## config.mk

```make
export PLATFORM = sky130hd
export DESIGN_NAME = async_mem_ctrl
export DESIGN_NICKNAME = d
export VERILOG_FILES = /design/src/rtl/amc_pkg.sv /design/src/rtl/amc_wait_sync.sv /design/src/rtl/amc_cfg_mux.sv /design/src/rtl/amc_seq.sv /design/src/rtl/async_mem_ctrl.sv
export SDC_FILE = /design/constraint.sdc
export NUM_CORES = 1
export LEC_CHECK = 0
export BUFFER_PORTS_ARGS = -buffer_cell sky130_fd_sc_hd__buf_4
export CAP_MARGIN = 20
export CORE_ASPECT_RATIO = 1.75
export CORE_MARGIN = 2
export CORE_UTILIZATION = 45
export CTS_BUF_LIST = sky130_fd_sc_hd__clkbuf_8
export DETAILED_ROUTE_END_ITERATION = 7
export PLACE_DENSITY = 0.77
export SKIP_CTS_REPAIR_TIMING = 1
export SLEW_MARGIN = 20
export SYNTH_ARGS = -nofsm -noshare
export SYNTH_HDL_FRONTEND = slang
export SYNTH_HIERARCHICAL = 1
export SYNTH_SLANG_ARGS = --single-unit
```

## constraint.sdc

```tcl
create_clock -name clk_i -period 6.15 [get_ports clk_i]
set_input_delay 0.615 -clock clk_i [delete_from_list [all_inputs] [get_ports clk_i]]
set_output_delay 0.615 -clock clk_i [all_outputs]
set_load 0.05 [all_outputs]
```

## src/rtl/amc_pkg.sv

```systemverilog
package amc_pkg;
  parameter int unsigned AMC_CNT_W = 4;

  typedef enum logic [2:0] {
    ST_IDLE, ST_TURN, ST_SETUP, ST_STROBE, ST_HOLD
  } amc_state_e;

  typedef struct packed {
    logic [AMC_CNT_W-1:0] setup;
    logic [AMC_CNT_W-1:0] strobe;
    logic [AMC_CNT_W-1:0] hold;
    logic [AMC_CNT_W-1:0] turn;
    logic                 wide;
    logic                 ss;
    logic                 ew;
  } amc_tim_t;
endpackage

```

## src/rtl/amc_wait_sync.sv

```systemverilog
module amc_wait_sync #(
  parameter int unsigned STAGES = 2
) (
  input  logic clk_i,
  input  logic rst_ni,
  input  logic d_i,
  output logic q_o
);
  logic [STAGES-1:0] sr_q;

  always_ff @(posedge clk_i or negedge rst_ni) begin
    if (!rst_ni) sr_q <= '0;
    else         sr_q <= {sr_q[STAGES-2:0], d_i};
  end

  assign q_o = sr_q[STAGES-1];
endmodule

```

## src/rtl/amc_cfg_mux.sv

```systemverilog
module amc_cfg_mux
  import amc_pkg::*;
#(
  parameter int unsigned NUM_CS = 4,
  parameter int unsigned CS_W   = 2
) (
  input  logic [CS_W-1:0]             sel_i,
  input  logic                        we_i,
  input  logic [NUM_CS*AMC_CNT_W-1:0] rd_setup_i,
  input  logic [NUM_CS*AMC_CNT_W-1:0] rd_strobe_i,
  input  logic [NUM_CS*AMC_CNT_W-1:0] rd_hold_i,
  input  logic [NUM_CS*AMC_CNT_W-1:0] wr_setup_i,
  input  logic [NUM_CS*AMC_CNT_W-1:0] wr_strobe_i,
  input  logic [NUM_CS*AMC_CNT_W-1:0] wr_hold_i,
  input  logic [NUM_CS*AMC_CNT_W-1:0] turn_i,
  input  logic [NUM_CS-1:0]           wide_i,
  input  logic [NUM_CS-1:0]           ss_i,
  input  logic [NUM_CS-1:0]           ew_i,
  output amc_tim_t                    tim_o
);
  localparam int unsigned W = AMC_CNT_W;

  amc_tim_t tbl [NUM_CS];

  for (genvar g = 0; g < NUM_CS; g++) begin : g_cs
    assign tbl[g] = '{
      setup:  we_i ? wr_setup_i[g*W +: W]  : rd_setup_i[g*W +: W],
      strobe: we_i ? wr_strobe_i[g*W +: W] : rd_strobe_i[g*W +: W],
      hold:   we_i ? wr_hold_i[g*W +: W]   : rd_hold_i[g*W +: W],
      turn:   turn_i[g*W +: W],
      wide:   wide_i[g],
      ss:     ss_i[g],
      ew:     ew_i[g]
    };
  end

  assign tim_o = tbl[sel_i];
endmodule

```

## src/rtl/amc_seq.sv

```systemverilog
module amc_seq
  import amc_pkg::*;
#(
  parameter int unsigned CS_W = 2
) (
  input  logic             clk_i,
  input  logic             rst_ni,
  input  logic             req_i,
  input  logic             we_i,
  input  logic [CS_W-1:0]  cs_i,
  input  amc_tim_t         tim_i,
  input  logic             wait_i,
  output amc_state_e       state_o,
  output logic [CS_W-1:0]  cs_o,
  output logic             we_o,
  output logic             wide_o,
  output logic             ss_o,
  output logic             accept_o,
  output logic             cap_o,
  output logic             done_o
);
  localparam int unsigned W = AMC_CNT_W;

  amc_state_e      state_q;
  logic [W-1:0]    cnt_q, setup_q, strobe_q, hold_q;
  logic            ew_q;
  logic [CS_W-1:0] cs_q, prev_cs_q;
  logic            we_q, wide_q, ss_q, prev_we_q, prev_vld_q;
  logic            cnt_zero, strobe_end, need_turn;

  // zero programs as one: load value is width-1, floored at 0
  function automatic logic [W-1:0] ld(input logic [W-1:0] x);
    return (x == '0) ? '0 : x - 1'b1;
  endfunction

  assign cnt_zero   = (cnt_q == '0);
  assign strobe_end = (state_q == ST_STROBE) && cnt_zero && !(ew_q && wait_i);
  assign accept_o   = (state_q == ST_IDLE) && req_i;
  assign need_turn  = prev_vld_q && !((prev_cs_q == cs_i) && (prev_we_q == we_i))
                      && (tim_i.turn != '0);

  always_ff @(posedge clk_i or negedge rst_ni) begin
    if (!rst_ni) begin
      state_q    <= ST_IDLE;
      cnt_q      <= '0;
      setup_q    <= '0;
      strobe_q   <= '0;
      hold_q     <= '0;
      ew_q       <= 1'b0;
      cs_q       <= '0;
      we_q       <= 1'b0;
      wide_q     <= 1'b0;
      ss_q       <= 1'b0;
      prev_cs_q  <= '0;
      prev_we_q  <= 1'b0;
      prev_vld_q <= 1'b0;
    end else begin
      unique case (state_q)
        ST_IDLE: if (req_i) begin
          cs_q     <= cs_i;
          we_q     <= we_i;
          wide_q   <= tim_i.wide;
          ss_q     <= tim_i.ss;
          ew_q     <= tim_i.ew;
          setup_q  <= tim_i.setup;
          strobe_q <= tim_i.strobe;
          hold_q   <= tim_i.hold;
          if (need_turn) begin
            state_q <= ST_TURN;
            cnt_q   <= tim_i.turn - 1'b1;
          end else begin
            state_q <= ST_SETUP;
            cnt_q   <= ld(tim_i.setup);
          end
        end
        ST_TURN: if (cnt_zero) begin
          state_q <= ST_SETUP;
          cnt_q   <= ld(setup_q);
        end else cnt_q <= cnt_q - 1'b1;
        ST_SETUP: if (cnt_zero) begin
          state_q <= ST_STROBE;
          cnt_q   <= ld(strobe_q);
        end else cnt_q <= cnt_q - 1'b1;
        ST_STROBE: if (!cnt_zero) cnt_q <= cnt_q - 1'b1;
          else if (strobe_end) begin
            state_q <= ST_HOLD;
            cnt_q   <= ld(hold_q);
          end
        ST_HOLD: if (cnt_zero) begin
          state_q    <= ST_IDLE;
          prev_vld_q <= 1'b1;
          prev_cs_q  <= cs_q;
          prev_we_q  <= we_q;
        end else cnt_q <= cnt_q - 1'b1;
        default: state_q <= ST_IDLE;
      endcase
    end
  end

  assign state_o = state_q;
  assign cs_o    = cs_q;
  assign we_o    = we_q;
  assign wide_o  = wide_q;
  assign ss_o    = ss_q;
  assign cap_o   = strobe_end && !we_q;
  assign done_o  = (state_q == ST_HOLD) && cnt_zero;
endmodule

```

## src/rtl/async_mem_ctrl.sv

```systemverilog
module async_mem_ctrl
  import amc_pkg::*;
#(
  parameter int unsigned NUM_CS = 4,
  parameter int unsigned ADDR_W = 28,
  parameter int unsigned DATA_W = 16,
  parameter int unsigned CNT_W  = AMC_CNT_W
) (
  input  logic                    clk_i,
  input  logic                    rst_ni,
  input  logic                    req_i,
  input  logic                    we_i,
  input  logic [ADDR_W-1:0]       addr_i,
  input  logic [DATA_W-1:0]       wdata_i,
  output logic [DATA_W-1:0]       rdata_o,
  output logic                    done_o,
  input  logic [NUM_CS*CNT_W-1:0] rd_setup_i,
  input  logic [NUM_CS*CNT_W-1:0] rd_strobe_i,
  input  logic [NUM_CS*CNT_W-1:0] rd_hold_i,
  input  logic [NUM_CS*CNT_W-1:0] wr_setup_i,
  input  logic [NUM_CS*CNT_W-1:0] wr_strobe_i,
  input  logic [NUM_CS*CNT_W-1:0] wr_hold_i,
  input  logic [NUM_CS*CNT_W-1:0] turn_i,
  input  logic [NUM_CS-1:0]       wide_i,
  input  logic [NUM_CS-1:0]       ss_mode_i,
  input  logic [NUM_CS-1:0]       ew_mode_i,
  output logic [NUM_CS-1:0]       cs_no_o,
  output logic                    oe_no_o,
  output logic                    we_no_o,
  output logic [ADDR_W-$clog2(NUM_CS)-1:0] mem_addr_o,
  output logic [DATA_W-1:0]       data_o,
  output logic                    data_oe_o,
  input  logic [DATA_W-1:0]       data_i,
  input  logic                    wait_i
);
  localparam int unsigned CS_W     = $clog2(NUM_CS);
  localparam int unsigned WIN_W    = ADDR_W - CS_W;
  localparam int unsigned NARROW_W = DATA_W / 2;

  amc_tim_t        tim;
  amc_state_e      state;
  logic [CS_W-1:0] cs_sel, cs_q;
  logic            we_q, wide_q, ss_q, accept, cap, wait_s;
  logic            in_access, in_strobe, cs_on;
  logic [WIN_W-1:0]  addr_q;
  logic [DATA_W-1:0] wdata_q, rdata_q;

  assign cs_sel = addr_i[ADDR_W-1 -: CS_W];

  amc_wait_sync #(.STAGES(2)) u_sync (
    .clk_i(clk_i), .rst_ni(rst_ni), .d_i(wait_i), .q_o(wait_s)
  );

  amc_cfg_mux #(.NUM_CS(NUM_CS), .CS_W(CS_W)) u_cfg (
    .sel_i(cs_sel), .we_i(we_i),
    .rd_setup_i(rd_setup_i), .rd_strobe_i(rd_strobe_i), .rd_hold_i(rd_hold_i),
    .wr_setup_i(wr_setup_i), .wr_strobe_i(wr_strobe_i), .wr_hold_i(wr_hold_i),
    .turn_i(turn_i), .wide_i(wide_i), .ss_i(ss_mode_i), .ew_i(ew_mode_i),
    .tim_o(tim)
  );

  amc_seq #(.CS_W(CS_W)) u_seq (
    .clk_i(clk_i), .rst_ni(rst_ni), .req_i(req_i), .we_i(we_i), .cs_i(cs_sel),
    .tim_i(tim), .wait_i(wait_s), .state_o(state), .cs_o(cs_q), .we_o(we_q),
    .wide_o(wide_q), .ss_o(ss_q), .accept_o(accept), .cap_o(cap), .done_o(done_o)
  );

  always_ff @(posedge clk_i or negedge rst_ni) begin
    if (!rst_ni) begin
      addr_q  <= '0;
      wdata_q <= '0;
      rdata_q <= '0;
    end else begin
      if (accept) begin
        addr_q  <= addr_i[WIN_W-1:0];
        wdata_q <= wdata_i;
      end
      if (cap) rdata_q <= wide_q ? data_i : {{(DATA_W-NARROW_W){1'b0}}, data_i[NARROW_W-1:0]};
    end
  end

  assign in_access = (state == ST_SETUP) || (state == ST_STROBE) || (state == ST_HOLD);
  assign in_strobe = (state == ST_STROBE);
  assign cs_on     = ss_q ? in_strobe : in_access;

  for (genvar g = 0; g < NUM_CS; g++) begin : g_cs
    assign cs_no_o[g] = !(cs_on && (cs_q == CS_W'(g)));
  end

  assign oe_no_o    = !(in_strobe && !we_q);
  assign we_no_o    = !(in_strobe && we_q);
  assign data_oe_o  = in_access && we_q;
  assign data_o     = wide_q ? wdata_q : {{(DATA_W-NARROW_W){1'b0}}, wdata_q[NARROW_W-1:0]};
  assign mem_addr_o = wide_q ? {1'b0, addr_q[WIN_W-1:1]} : addr_q;
  assign rdata_o    = rdata_q;
endmodule

```

After elaboration in Yosys (flattened, before gate mapping). Cells that the tools add are included. W data, S select, Z words.

Bits in registers: 89. Bits in latches: 0. Bits in writable memories: 0. Bits in read-only memories: 0. Input port bits: 189. Output and inout bits: 66. Word-level logic and storage cells: 121. Memories kept: 0.

Add/subtract/negate cells: 6. Multiply operators: 0. Div/mod/pow operators: 0. Magnitude comparators: 1. Equal/unequal tests: 17. Shifts and indexed selects: 0. Mux-type cells: 39. Bitwise gates (word level): 1. Reduce and logical (&&, ||, !) cells: 40.

Operators by type and width (number): $mux W4 (23); $bmux W19 S2 (1); $mux W19 (2); $mux W16 (2); $mux W26 (1); $sub A4 B1 Y4 const B (6); $logic_not A4 Y1 (5); $pmux W4 S5 (1); $mux W3 (6); $logic_and A1 B1 Y1 (16); $pmux W3 S5 (1); $ne A2 B1 Y1 const B (5); $logic_not A1 Y1 (9); $eq A3 B2 Y1 const B (2); $reduce_and A6 Y1 (1); $reduce_bool A5 Y1 (1); $eq A2 B2 Y1 const B (2); $ne A2 B2 Y1 const B (2); $reduce_and A2 Y1 (2); $reduce_and A4 Y1 (1); $reduce_bool A4 Y1 (1); $eq A3 B1 Y1 const B (1); $eq A3 B3 Y1 const B (1); $ge A3 B3 Y1 const B (1); other kinds (10) (11).

Logic depth before layout (Yosys ltp). Gate-level depths: netlist of run 1.

Word-level depth: 9. Mapped depth: 9. Mapped depth without buffers: 8.

Hierarchy. Netlist of run 1, hierarchy kept.

By module, submodules not included: async_mem_ctrl (times used 1, cells each 200, area each 2675.1 um^2, sequential area each 1451.4 um^2); amc_seq (times used 1, cells each 200, area each 1965.6 um^2, sequential area each 725.7 um^2); amc_cfg_mux (times used 1, cells each 51, area each 970.9 um^2, sequential area each 0.0 um^2); amc_wait_sync (times used 1, cells each 2, area each 50.0 um^2, sequential area each 50.0 um^2).

Worst setup path after synthesis of run 1. No wires, ideal clock.

Kind: input to register. From: input port addr_i[26]. To: register u_seq.cnt_q[3]. Setup time: 96 ps. Data arrival time: 2658 ps. Data required time: 6054 ps. Path slack: 3397 ps. Cell stages on the path: 9. Path buffers: 1. Path through: buf_2 mux4_2 inv_1 ha_1 or3b_1 o311ai_4 mux2i_1 mux2i_1 o31ai_1.

RTL lines: from (decl) (RTL line async_mem_ctrl.sv:13) `input logic [ADDR_W-1:0] addr_i,`; to (signal assigned) (RTL line amc_seq.sv:70) `cnt_q <= tim_i.turn - 1'b1;`; to (signal assigned) (RTL line amc_seq.sv:73) `cnt_q <= ld(tim_i.setup);`; to (signal assigned) (RTL line amc_seq.sv:78) `cnt_q <= ld(setup_q);`; to (decl) (RTL line amc_seq.sv:25) `logic [W-1:0] cnt_q, setup_q, strobe_q, hold_q;`.

Final worst setup path of run 1.
From: register u_seq.cnt_q[0]. To: output port done_o.

Cells in the longest elaborated chain, start to end: 2.

RTL lines: $logic_not A4 Y1 (RTL line amc_seq.sv:36) `assign cnt_zero = (cnt_q == '0);`; $logic_and A1 B1 Y1 (RTL line amc_seq.sv:106) `assign done_o = (state_q == ST_HOLD) && cnt_zero;`; to (decl) (RTL line async_mem_ctrl.sv:16) `output logic done_o,`.

No other way between the ends.

==> tab_implementation.tex, run 1 <==
\begin{tabular}{lr}
\hline
Metric & Value \\
\hline
\multicolumn{2}{l}{\textbf{Status}} \\
Outcome & finished, final reports clean \\
\multicolumn{2}{l}{\textbf{Clock network}} \\
Total number of H-tree levels & 3 \\
Clock buffer count from CTS & 9 \\
Clock latency reported for the late side of the worst-skew pair & 0.35 ns \\
Clk sinks & 89 \\
Library cell used as clock root buffer & sky130\_fd\_sc\_hd\_\_clkbuf\_8 \\
Bufs on Longest Clock Path & 2 \\
Clock transition time at the flip-flop clock pins of the worst setup and hold paths & 0.09 ns \\
CTS tree & done \\
\multicolumn{2}{l}{\textbf{Placed design}} \\
Post-Place Worst Slack & 3.11 ns \\
Cells after DPL & 842 \\
I/O Buffers & 254 \\
Final RePlAce weighted congestion & 0.867 \\
Placed wire-length estimate after detailed placement & 12000 um \\
\multicolumn{2}{l}{\textbf{Critical path}} \\
Required arrival time at the worst endpoint & 5.53 ns \\
Critical path origin & u\_seq/cnt\_q[0] \\
Critical path destination & done\_o \\
Worst Setup Start Kind & register \\
Reg-to-reg setup timing slack & 3.67 ns \\
Setup crit end kind & output port \\
CP Max Fanout & 10 \\
WS Path Type & register to output port \\
Worst path arrival time & 2.33 ns \\
RR Startpoint & u\_seq/state\_o[0] \\
Path depth of the worst reg2reg path & 4 \\
Crit Reg-Reg Endpoint & wdata\_q[5] \\
\multicolumn{2}{l}{\textbf{Global routing}} \\
Wire length of the first global-routing pass & 23500 um \\
Remaining global-route overflow & 0 \\
Largest net degree at the start of global routing & 82 \\
Number of global-route vias before repair & 4995 \\
Antenna violations before repair & 0 \\
Global Route Usage Sum & 22.3\% \\
\multicolumn{2}{l}{\textbf{Logic synthesis}} \\
Number of storage elements in the synthesis netlist & 89 \\
Top cell type's share of synthesized area & 39.3\% \\
Synth Cell Area & 5660 um2 \\
Number of unique standard cell types used by synthesis & 59 \\
Avg Cell Area, Syn & 12.5 um2 \\
Synth top area cells & sky130\_fd\_sc\_hd\_\_dfrtp\_1 (39\%), sky130\_fd\_sc\_hd\_\_mux2\_2 (18\%), sky130\_fd\_sc\_hd\_\_mux4\_1 (10\%) \\
Syn. warnings & 6 \\
Number of instances in the synthesized netlist & 453 \\
Share of synthesized area occupied by flip-flops and latches & 39.3\% \\
Net Count, Synth & 651 \\
Cell taking the most area after synthesis & sky130\_fd\_sc\_hd\_\_dfrtp\_1 \\
\multicolumn{2}{l}{\textbf{STA}} \\
Final critical path time including I/O delays and setup & 2.94 ns \\
Post-route fraction of the period consumed by the critical path & 47.9\% \\
Final setup skew & 0.00754 ns \\
Unrepaired setup endpoints after global routing & no \\
Max Transition Viols Final & 0 \\
Achievable frequency & 340 MHz \\
Measured slew at the worst slew-check pin & 0.820 ns \\
Worst-case setup margin in the final layout & 3.21 ns \\
Hold violation total from the final report & 0 \\
Worst hold-check slack & 0.0678 ns \\
Final count of negative-setup-slack endpoints & 0 \\
Sum of negative setup slack & 0 ns \\
Worst slew margin relative to its limit & 45.4\% \\
\multicolumn{2}{l}{\textbf{Detailed routing}} \\
Via count of the routed design & 4679 \\
Detailed-router iteration count before antenna repair & 4 \\
Number of nets with antenna violations after detailed routing & 0 \\
Remaining routing DRC violations & 0 \\
WL final & 15100 um \\
Iteration-0 DRC count of the detailed router & 92 \\
Wire length per cell & 17.6 um \\
Routed via count divided by cell count & 5.45 \\
\multicolumn{2}{l}{\textbf{Power}} \\
Power Dens Cells & 507 nW/um2 \\
Leak pwr & 0.00365 uW \\
Worst ir drop on vdd & 159 uV \\
\multicolumn{2}{l}{\textbf{Die}} \\
Initial core utilization & 45.8\% \\
Number of top-level pins & 255 \\
DIE AREA & 13500 um2 \\
Die Wd & 88.8 um \\
Die span in y & 152 um \\
Row count & 54 \\
Core outline area & 12400 um2 \\
\multicolumn{2}{l}{\textbf{Flow run}} \\
Max capacitance violation total & 0 \\
\multicolumn{2}{l}{\textbf{Cells and area}} \\
Top library cells by usage in the layout, fill and taps aside & sky130\_fd\_sc\_hd\_\_buf\_4 (257), sky130\_fd\_sc\_hd\_\_mux2\_2 (92), sky130\_fd\_sc\_hd\_\_dfrtp\_1 (89) \\
Most frequent standard cell in the layout excluding fill and tap cells & sky130\_fd\_sc\_hd\_\_buf\_4 \\
Share of post-route cells with drive strength above 1 & 56.4\% \\
Final \#Nets & 883 \\
Growth of design area from synthesis to finish & 37.8\% \\
\# diodes & 0 \\
Final std cells w/o fill & 858 \\
Utilization after layout & 63.1\% \\
\multicolumn{2}{l}{\textbf{Min path}} \\
Tightest Hold Check Type & input pin to asynchronous set/reset pin \\
\hline
\end{tabular}
-- layout make-up --
cell class	instances	area (um2)
well taps	168	210
inverters	22	82.6
clock buffers	10	138
repair buffers	258	1940
clock inverters	6	72.6
fillers	1044	4560
multi-input cells	305	3130
flip-flops and latches	89	2230
-- layer usage --
metal  track usage, %  part of all wire [%]  vias up
met5                0                     0        -
met4             10.3                   3.9        0
met3             4.55                   7.4       44
met2             42.8                    56      261
met1             21.3                    32     2209
li1                 -                     -     2165
-- metrics by stage --
stage | power (uW) | cell area (um2)
2_1_floorplan | 2870 | 5660
3_3_place_gp | 3480 | 7590
3_5_place_dp | 3540 | 7590
4_1_cts | 3980 | 7800
5_1_grt | 4180 | 7800
6_report | 3960 | 7800
-- flip-flops by register name (all words and copies together), names as in the netlist, 3 cells and up --
name            count
wdata_q            16
u_seq/setup_q       4
rdata_o            16
u_seq/hold_q        4
u_seq/strobe_q      4
u_seq/state_o       3
u_seq/cnt_q         4
addr_q             26
-- worst max-delay path: stages (launching register included) --
cell and delay (ns):
sky130_fd_sc_hd__dfrtp_1 0.48, sky130_fd_sc_hd__inv_1 0.13, sky130_fd_sc_hd__ha_1 0.21, sky130_fd_sc_hd__or3b_1 0.57, sky130_fd_sc_hd__nor2_2 0.33, sky130_fd_sc_hd__buf_4 0.26
-- synth_stat cells, drive strengths merged --
cell,number
and3,1
a22oi,1
o21bai,3
a21boi,2
nor2,15
dfrtp,89
a221o,1
and2b,1
nand2,13
and2,8
a32oi,2
nor3b,4
o22ai,2
mux2,102
a2111o,1
nand3,10
o21a,1
or3b,5
o211ai,1
o221ai,1
nor4b,1
or4b,1
nor4,4
o21ai,21
or3,2
ha,9
buf,34
inv,22
a2111oi,3
mux2i,4
o311ai,1
xor2,5
o32a,1
nor2b,2
nor3,13
mux4,31
a21oi,9
clkbuf,3
or2,2
o31ai,7
a21o,2
xnor2,4
nand3b,5
nand2b,4
-- where the power goes --
part / switching [uW] / internal [uW] / total [uW]
registers: 235 / 857 / 1090
clock network: 218 / 205 / 423
logic: 1500 / 945 / 2440
-- logic make-up (layout without fill, tap and decap cells) --
logic type | count (synthesis) | in the layout | share of synthesized area (%)
AO/OA/AOI/OAI | 59 | 59 | 7.62
XOR/XNOR | 9 | 9 | 1.39
adder cells (fa/ha/maj) | 9 | 9 | 1.99
buffers and inverters | 59 | 296 | 5.44
flip-flops | 89 | 89 | 39.3
multiplexers | 137 | 137 | 34.8
AND/OR/NAND/NOR | 91 | 91 | 9.44
-- how the worst min path moves through the flow --
stage                              start             end  slack [ns]  cells past startpoint
after floorplan                   rst_ni       addr_q[0]        0.32                      0
after global placement    u_sync/sr_q[0]  u_sync/sr_q[1]        0.34                      0
after detailed placement  u_sync/sr_q[0]  u_sync/sr_q[1]        0.34                      0
after CTS                         rst_ni      addr_q[10]        0.04                      1
after global routing              rst_ni     wdata_q[12]        0.05                      1
final                             rst_ni      wdata_q[6]        0.07                      1
(Power assumes the default switching activity.)
==> run 2: changes to the inputs <==
==> constraint.sdc (replaced) <==
create_clock -name clk_i -period 3.1 [get_ports clk_i]
set_input_delay 0.31 -clock clk_i [delete_from_list [all_inputs] [get_ports clk_i]]
set_output_delay 0.31 -clock clk_i [all_outputs]
set_load 0.05 [all_outputs]
==> tab_implementation.tex, run 2 (synthesis gave the netlist of run 1 again) <==
\begin{tabular}{lr}
\hline
Metric & Value \\
\hline
\multicolumn{2}{l}{\textbf{Critical path}} \\
RR Startpoint & u\_seq/cnt\_q[0] \\
Required arrival time at the worst endpoint & 2.79 ns (-2.74 ns) \\
Setup crit end kind & output port \\
WS Path Type & register to output port \\
CP Max Fanout & 10 (unchanged) \\
Critical path origin & u\_seq/cnt\_q[0] \\
Crit Reg-Reg Endpoint & u\_seq/cnt\_q[0] \\
Worst Setup Start Kind & register \\
Path depth of the worst reg2reg path & 7 (+3) \\
Critical path destination & done\_o \\
Worst path arrival time & 2.26 ns (-0.07 ns) \\
Reg-to-reg setup timing slack & 0.84 ns (-2.83 ns) \\
\multicolumn{2}{l}{\textbf{Flow run}} \\
Max capacitance violation total & 0 (unchanged) \\
\multicolumn{2}{l}{\textbf{Clock network}} \\
Library cell used as clock root buffer & sky130\_fd\_sc\_hd\_\_clkbuf\_8 \\
CTS tree & done \\
Clock latency reported for the late side of the worst-skew pair & 0.36 ns (about the same) \\
Clk sinks & 89 (unchanged) \\
Total number of H-tree levels & 3 (unchanged) \\
Bufs on Longest Clock Path & 2 (unchanged) \\
Clock transition time at the flip-flop clock pins of the worst setup and hold paths & 0.09 ns (about the same) \\
Clock buffer count from CTS & 9 (unchanged) \\
\multicolumn{2}{l}{\textbf{Cells and area}} \\
Top library cells by usage in the layout, fill and taps aside & sky130\_fd\_sc\_hd\_\_buf\_4 (260), sky130\_fd\_sc\_hd\_\_mux2\_2 (92), sky130\_fd\_sc\_hd\_\_dfrtp\_1 (88) \\
Share of post-route cells with drive strength above 1 & 56.6\% (+0.25 points) \\
Most frequent standard cell in the layout excluding fill and tap cells & sky130\_fd\_sc\_hd\_\_buf\_4 \\
Biggest register & addr\_q \\
\# diodes & 0 (unchanged) \\
Growth of design area from synthesis to finish & 39.0\% \\
Final std cells w/o fill & 862 (+0.47\%) \\
Final \#Nets & 887 (+0.45\%) \\
Max FFs per register & 26 (unchanged) \\
\multicolumn{2}{l}{\textbf{Placed design}} \\
Placed wire-length estimate after detailed placement & 12200 um (+1.4\%) \\
Final RePlAce weighted congestion & 0.862 (-0.55\%) \\
I/O Buffers & 254 (unchanged) \\
Cells after DPL & 845 (+0.36\%) \\
\multicolumn{2}{l}{\textbf{STA}} \\
Sum of negative setup slack & 0 ns (unchanged) \\
Worst slew margin relative to its limit & 52.2\% (+6.9 points) \\
Max Transition Viols Final & 0 (unchanged) \\
Unrepaired setup endpoints after global routing & no \\
Achievable frequency & 389 MHz \\
Hold violation total from the final report & 0 (unchanged) \\
Final critical path time including I/O delays and setup & 2.57 ns \\
Post-route fraction of the period consumed by the critical path & 83.0\% \\
Measured slew at the worst slew-check pin & 0.716 ns (-0.103 ns) \\
Final setup skew & 0.0114 ns (+0.00384 ns) \\
Final count of negative-setup-slack endpoints & 0 (unchanged) \\
\multicolumn{2}{l}{\textbf{Die}} \\
DIE AREA & 13500 um2 (unchanged) \\
Die Wd & 88.8 um (unchanged) \\
Row count & 54 (unchanged) \\
Initial core utilization & 45.8\% (unchanged) \\
Core outline area & 12400 um2 (unchanged) \\
Number of top-level pins & 255 (unchanged) \\
Die span in y & 152 um (unchanged) \\
\multicolumn{2}{l}{\textbf{Power}} \\
Switching power summed over all nets & 3860 uW (+98\%) \\
Relative contribution of combinational cells to total power & 60.4\% (-1.3 points) \\
Sequential share of power & 28.0\% (+0.4 points) \\
Proportion of power drawn by the clock network & 11.6\% (+0.9 points) \\
Internal power & 4070 uW (+100\%) \\
Power Dens Cells & 1010 nW/um2 (+99\%) \\
Leak pwr & 0.00367 uW (+0.66\%) \\
Worst ir drop on vdd & 360 uV (+130\%) \\
Switching Share & 48.7\% (-0.58 points) \\
\multicolumn{2}{l}{\textbf{Detailed routing}} \\
Remaining routing DRC violations & 0 (unchanged) \\
WL final & 15000 um (-0.64\%) \\
Detailed-router iteration count before antenna repair & 4 (unchanged) \\
Wire length per cell & 17.4 um (-1.1\%) \\
Via count of the routed design & 4681 (+0.043\%) \\
Routed via count divided by cell count & 5.43 (-0.42\%) \\
Number of nets with antenna violations after detailed routing & 0 (unchanged) \\
Iteration-0 DRC count of the detailed router & 123 (+34\%) \\
\multicolumn{2}{l}{\textbf{Min path}} \\
Tightest Hold Check Type & input pin to register \\
\multicolumn{2}{l}{\textbf{Status}} \\
Outcome & finished, final reports clean \\
\multicolumn{2}{l}{\textbf{Global routing}} \\
Met3 capacity usage during global routing & 4.17\% (-0.38 points) \\
Wire length of the first global-routing pass & 22900 um (-2.7\%) \\
Global routing usage on met2 & 42.2\% (-0.60 points) \\
Antenna violations before repair & 0 (unchanged) \\
Global Route Usage Sum & 21.8\% (-0.49 points) \\
Most used routing layer in global routing & met2 \\
Number of global-route vias before repair & 4877 (-2.4\%) \\
Remaining global-route overflow & 0 (unchanged) \\
Global-route met1 utilization & 20.7\% (-0.52 points) \\
Largest net degree at the start of global routing & 68 (-17\%) \\
\hline
\end{tabular}
[run 2: layout make-up]
cell class | count | area (um2)
clock inverter | 7 | 110
inverter | 22 | 82.6
timing repair buffer | 262 | 1980
fill | 1001 | 4500
sequential | 89 | 2230
clock buffer | 9 | 124
multi-input combinational | 305 | 3130
tap | 168 | 210
[run 2: power groups by stage]
| stage | sequential (uW) | combinational, uW | clock (uW) |
|---|---|---|---|
| 2_1_floorplan | 2320 | 3370 | 0 |
| 3_3_place_gp | 2210 | 4720 | 0 |
| 3_5_place_dp | 2250 | 4790 | 0 |
| 4_1_cts | 2220 | 4810 | 950 |
| 5_1_grt | 2300 | 5060 | 998 |
| 6_report | 2220 | 4790 | 919 |
[run 2: through the flow]
stage	instance area, um2	util (%)	total power (uW)	hold slack [ns]	setup WS [ns]
after floorplan	5660	-	5690	0.0144	0.652
after global placement	7620	61.7	6920	0.258	0.451
after detailed placement	7620	61.7	7040	0.260	0.407
after CTS	7860	63.6	7990	-0.146	0.503
after global routing	7870	63.6	8360	0.0254	0.400
final	7870	63.6	7930	0.0560	0.527
[run 2: worst min-delay path by stage]
stage	start	slack [ns]	depth (start not counted)	endpoint
2_1_floorplan	rst_ni	0.01	0	addr_q[0]
3_3_place_gp	rst_ni	0.26	1	wdata_q[12]
3_5_place_dp	rst_ni	0.26	1	wdata_q[7]
4_1_cts	rst_ni	-0.15	1	wdata_q[7]
5_1_grt	wait_i	0.03	1	u_sync/sr_q[0]
6_report	wait_i	0.06	1	u_sync/sr_q[0]
[run 2: worst max-delay path, cell delays in order, from the launching register on]
cell and delay [ns]:
sky130_fd_sc_hd__dfrtp_1 0.45, sky130_fd_sc_hd__inv_1 0.11, sky130_fd_sc_hd__ha_1 0.20, sky130_fd_sc_hd__or3b_1 0.56
sky130_fd_sc_hd__nor2_2 0.33, sky130_fd_sc_hd__buf_4 0.26
[run 2: routing by layer]
metal  part of all wire [%]  vias up
met3                    7.8       34
met4                    3.6        0
met5                      0        -
met1                     32     2235
met2                     57      250
li1                       -     2162
